===== src/rtl/uart_dma_pkg.sv =====
package uart_dma_pkg;
  localparam int STS_W      = 3;
  localparam int STS_RXDONE = 0;
  localparam int STS_TXDONE = 1;
  localparam int STS_EOT    = 2;
endpackage


===== src/rtl/udr_req_gen.sv =====
module udr_req_gen #(
  parameter int DEPTH  = 16,
  parameter int CNT_W  = 5,
  parameter bit IS_TX  = 1'b0
) (
  input  logic [CNT_W-1:0] level,
  input  logic [CNT_W-1:0] thresh,
  input  logic             en,
  input  logic             hold,
  output logic             sreq,
  output logic             breq
);
  localparam logic [CNT_W-1:0] FULL = CNT_W'(DEPTH);

  logic s_raw, b_raw, pass;

  assign pass = en & ~hold;

  generate
    if (IS_TX) begin : g_tx
      // room for one more, or below the refill level
      assign s_raw = (level < FULL);
      assign b_raw = (level < thresh);
    end else begin : g_rx
      // something to read, or at/above the drain level
      assign s_raw = (level != '0);
      assign b_raw = (level >= thresh);
    end
  endgenerate

  assign sreq = pass & s_raw;
  assign breq = pass & b_raw;
endmodule


===== src/rtl/udr_err_hold.sv =====
module udr_err_hold (
  input  logic clk,
  input  logic rst_n,
  input  logic stop_en,
  input  logic err,
  input  logic clr,
  output logic hold
);
  logic hold_q;

  always_ff @(posedge clk or negedge rst_n) begin
    if (!rst_n)              hold_q <= 1'b0;
    else if (stop_en && err) hold_q <= 1'b1;
    else if (clr)            hold_q <= 1'b0;
  end

  assign hold = hold_q;
endmodule


===== src/rtl/udr_sts_bank.sv =====
module udr_sts_bank #(
  parameter int N = 3
) (
  input  logic         clk,
  input  logic         rst_n,
  input  logic [N-1:0] set,
  input  logic [N-1:0] clr,
  output logic [N-1:0] sts
);
  generate
    for (genvar i = 0; i < N; i++) begin : g_bit
      logic q;
      always_ff @(posedge clk or negedge rst_n) begin
        if (!rst_n) q <= 1'b0;
        else        q <= set[i] | (q & ~clr[i]);
      end
      assign sts[i] = q;
    end
  endgenerate
endmodule


===== src/rtl/uart_dma_req_ctrl.sv =====
module uart_dma_req_ctrl
  import uart_dma_pkg::*;
#(
  parameter int FIFO_DEPTH = 16,
  parameter int CNT_W      = $clog2(FIFO_DEPTH + 1)
) (
  input  logic             clk,
  input  logic             rst_n,
  input  logic [CNT_W-1:0] rx_level,
  input  logic [CNT_W-1:0] tx_level,
  input  logic [CNT_W-1:0] rx_thresh,
  input  logic [CNT_W-1:0] tx_thresh,
  input  logic             rx_dma_en,
  input  logic             tx_dma_en,
  input  logic             err_stop_en,
  input  logic             rx_err,
  input  logic             err_clr,
  input  logic             rx_done,
  input  logic             tx_done,
  input  logic             eot_en,
  input  logic             ser_idle,
  input  logic [STS_W-1:0] sts_clr,
  input  logic [STS_W-1:0] int_mask,
  output logic             rx_sreq,
  output logic             rx_breq,
  output logic             tx_sreq,
  output logic             tx_breq,
  output logic [STS_W-1:0] sts,
  output logic             irq
);
  logic             rx_hold;
  logic             idle_q;
  logic             eot_hit;
  logic [STS_W-1:0] sts_set;

  udr_err_hold u_hold (
    .clk(clk), .rst_n(rst_n), .stop_en(err_stop_en),
    .err(rx_err), .clr(err_clr), .hold(rx_hold)
  );

  udr_req_gen #(.DEPTH(FIFO_DEPTH), .CNT_W(CNT_W), .IS_TX(1'b0)) u_rx (
    .level(rx_level), .thresh(rx_thresh), .en(rx_dma_en),
    .hold(rx_hold), .sreq(rx_sreq), .breq(rx_breq)
  );

  udr_req_gen #(.DEPTH(FIFO_DEPTH), .CNT_W(CNT_W), .IS_TX(1'b1)) u_tx (
    .level(tx_level), .thresh(tx_thresh), .en(tx_dma_en),
    .hold(1'b0), .sreq(tx_sreq), .breq(tx_breq)
  );

  // idle history starts high so reset release is not seen as an edge
  always_ff @(posedge clk or negedge rst_n) begin
    if (!rst_n) idle_q <= 1'b1;
    else        idle_q <= ser_idle;
  end

  assign eot_hit = eot_en & ser_idle & ~idle_q;

  always_comb begin
    sts_set             = '0;
    sts_set[STS_RXDONE] = rx_done;
    sts_set[STS_TXDONE] = tx_done;
    sts_set[STS_EOT]    = eot_hit;
  end

  udr_sts_bank #(.N(STS_W)) u_sts (
    .clk(clk), .rst_n(rst_n), .set(sts_set), .clr(sts_clr), .sts(sts)
  );

  assign irq = |(sts & int_mask);
endmodule


===== config.mk =====
export PLATFORM = sky130hd
export DESIGN_NAME = uart_dma_req_ctrl
export DESIGN_NICKNAME = d
export VERILOG_FILES = /design/src/rtl/uart_dma_pkg.sv /design/src/rtl/udr_req_gen.sv /design/src/rtl/udr_err_hold.sv /design/src/rtl/udr_sts_bank.sv /design/src/rtl/uart_dma_req_ctrl.sv
export SDC_FILE = /design/constraint.sdc
export NUM_CORES = 1
export LEC_CHECK = 0
export BUFFER_PORTS_ARGS = -buffer_cell sky130_fd_sc_hd__buf_2
export CORE_AREA = 2 2 40 42
export CTS_CLUSTER_SIZE = 16
export DETAILED_ROUTE_END_ITERATION = 10
export DIE_AREA = 0 0 42 44
export PLACE_DENSITY = 0.84
export SYNTH_ARGS = -nofsm -noshare
export SYNTH_HDL_FRONTEND = slang
export SYNTH_SLANG_ARGS = --single-unit

===== constraint.sdc =====
create_clock -name clk -period 1.3 [get_ports clk]
set_input_delay 0.26 -clock clk [delete_from_list [all_inputs] [get_ports clk]]
set_output_delay 0.26 -clock clk [all_outputs]
set_load 0.005 [all_outputs]

==> results.md <==
* Post-synthesis sequential area ratio at 27.2%
* Sequential Power Share at 31.4%
* Most frequent standard cell in the layout excluding fill and tap cells: buf_2
* Fmax at 722 MHz
* Clock Tree Buf Depth at 2
* P_sw at 149 uW
* Initial DRT Pass Iterations at 4
* TritonCTS buffer count at 3
* Overall die height at 44 um
* Total Nets Final at 155
* Syn avg cell area at 8.31 sq um
* Synthesis Warnings at 0
* Switching Share at 26.5%
* Dpl hpwl at 954 um
* Lkg Pwr at 0.000488 uW
* Final core occ at 60.6%
* Main combinational cell family by area after synthesis: adder cells
* Slew margin rel. at 82.0%
* Yosys cell types at 21
* Die Wd at 42 um
* Io pins at 45
* WL per Instance at 9.31 um
* Buffers on Ports at 44
* Initial Util at 32.8%
* RSZ-0062 raised after global routing: true
* Clock Skew at 0.00211 ns
* Final worst-path cycle share at 107%
* Post-synthesis register bit count at 5
* Final wirelength at 1160 um
* Syn Inst Count at 56
* Iter 0 DRT Violations at 15
* Violated checks: setup timing
* Die footprint at 1850 sq um
* Fillers at 122
* Via-to-Cell Ratio at 4.44
* Mux contribution to synthesized area at 0%
* Adder-cell share of the synthesized area at 24.2%
* Antenna Violating Nets Remaining at 0
* Cell Pwr Density at 652 nW/um^2
* Core ar. at 1420 sq um
* Crit path max fanout at 3
* Status: finished, violations left
* Setup Viol. Count Final at 2
* Synth top area share at 24.2%
* Pin count of the biggest net entering global routing at 6
* CTS tree: yes
* Cell taking the most area after synthesis: ha_1
* CP Class: reg -> out
* Layout cells sized above 1 at 63.0%
* Power share of the clock group at 31.3%
* First-pass GRT wire length at 1880 um
* H-tree levels at 1
* Measured slew at the worst slew-check pin at 0.270 ns
* Worst-path clk slew at 0.04 ns
* Worst Path Required at 1.04 ns
* Post-route insts no fill at 124
* Hold Path Class: in -> reg
* Gr usage total at 13.2%
* Vias post-DR at 550
* Worst-Skew Late Latency at 0.24 ns
* Inst Count DP at 117
* Final Max Slew Viols at 0
* Element type at the critical path end: output port
* Worst Path Arrival at 1.12 ns
* Setup WS post-layout at -0.0849 ns
* Startpoint class of the critical path: register
* Gpl congestion at 0.732
* Final Critical Period at 1.38 ns
* Leading cell types in the layout, fill and taps excluded: 41 x buf_2, 10 x inv_1, 7 x buf_4
* Synth Area in XOR/XNOR at 0%
* GRT Residual Overflow at 0
* Diode count at 0
* Post-synthesis cell area at 465 sq um
* Top post-synthesis cells by area: ha_1 24%, dfrtp_1 22%, inv_1 11%, dfstp_2 5.6%, a21o_1 4.8%
* Comb pwr share at 37.2%
* Final hold viol count at 0
* Number of rows created at floorplan at 14
* Clk sink count at 5
* Peak VDD IR at 461 uV
* Compound-Gate Fraction of Synth Area at 18.0%
* CTS root buffer: clkbuf_4
* Area grow syn2layout at 84.7%
* # DRC at 0
* Post-Synthesis Net Count at 102
* P_int at 412 uW
* Post-synthesis simple-gate area fraction at 14.5%
* Vias in the first global route at 512
* Max-Cap Viols at 0
* Antenna violations before repair at 0
==> per-layer routing <==
| metal | global-route usage [%] | vias to the layer above | wire [um] |
|---|---|---|---|
| li1 | - | 286 | - |
| met3 | 1.25 | 0 | 81 |
| met5 | 0 | - | 0 |
| met4 | 5.81 | 0 | 0 |
| met1 | 12.5 | 239 | 423 |
| met2 | 28.1 | 25 | 650 |
==> cell families after synthesis <==
logic type | count (synthesis)
compound gates | 13
fa+ha+maj | 9
buf+inv | 17
flops | 5
simple gates | 12
==> sequential cells by signal (all words and copies together) (netlist names) <==
name and cells:
u_hold.hold 1, u_sts.g_bit.q 3, idle_q 1
==> stage by stage <==
step	hold slack, ns	worst slack [ns]	cell area [sq um]	total power, uW	TNS (ns)
after global placement	0.0761	-0.158	713	333	-0.252
final	0.130	-0.0849	860	560	-0.168
after detailed placement	0.0768	-0.173	713	340	-0.292
after floorplan	-0.0356	0.0982	465	252	0
after CTS	0.120	-0.103	838	562	-0.180
after global routing	0.113	-0.145	860	607	-0.389
==> layout make-up <==
class	count	area, sq um	share of cell area [%]
multi-input combinational	34	342	39.7
timing repair buffer	51	290	33.8
sequential	5	126	14.7
inverter	14	55.1	6.40
clock buffer	4	26.3	3.06
tap	16	20.0	2.33
==> cells in the mapped netlist <==
library cell / number
nand2b_1: 1
o21ai_0: 3
a31oi_1: 2
nand2_1: 4
inv_1: 14
dfstp_2: 1
o22ai_1: 1
o21ai_1: 1
and2_1: 1
a21boi_0: 1
nor4_1: 1
dfrtp_1: 4
a21o_1: 3
nor2b_2: 1
ha_1: 9
nand3b_1: 1
nor2b_1: 2
buf_4: 3
a222oi_1: 1
a21oi_1: 1
nand3_1: 1
==> what timing repair did <==
| action | 4_1_cts | 5_1_grt |
|---|---|---|
| gates resized for setup | 14 | 5 |
| setup buffers | 2 | 0 |
| pin swaps | 6 | 3 |
| setup endpoints to repair | 4 | 4 |
| hold buffers | 1 | 0 |
| endpoints found under the hold margin | 4 | 0 |
==> worst paths after layout <==
kind                            cells after the start  slack, ns               end        startpoint
worst min register to register                      1       0.50  u_sts.g_bit[2].q            idle_q
worst max-delay path                                3      -0.08               irq  u_sts.g_bit[0].q
worst max register to register                      2       0.52  u_sts.g_bit[1].q  u_sts.g_bit[1].q
min in group asynchronous                           2       0.36       u_hold.hold             rst_n
worst min-delay path                                1       0.13            idle_q          ser_idle
max in group asynchronous                           2       0.73            idle_q             rst_n
==> power by group through the flow <==
stage / clock (uW) / sequential [uW] / combinational (uW)
5_1_grt: 194 / 177 / 236
6_report: 175 / 176 / 209
3_5_place_dp: 0 / 179 / 162
3_3_place_gp: 0 / 178 / 155
2_1_floorplan: 0 / 176 / 75.8
4_1_cts: 185 / 176 / 201
==> critical path, stage by stage, from the launching register on <==
cell	delay, ns
dfrtp_1	0.39
a222oi_1	0.31
inv_1	0.06
buf_2	0.13
No activity file was read; power rests on OpenSTA's default activity.
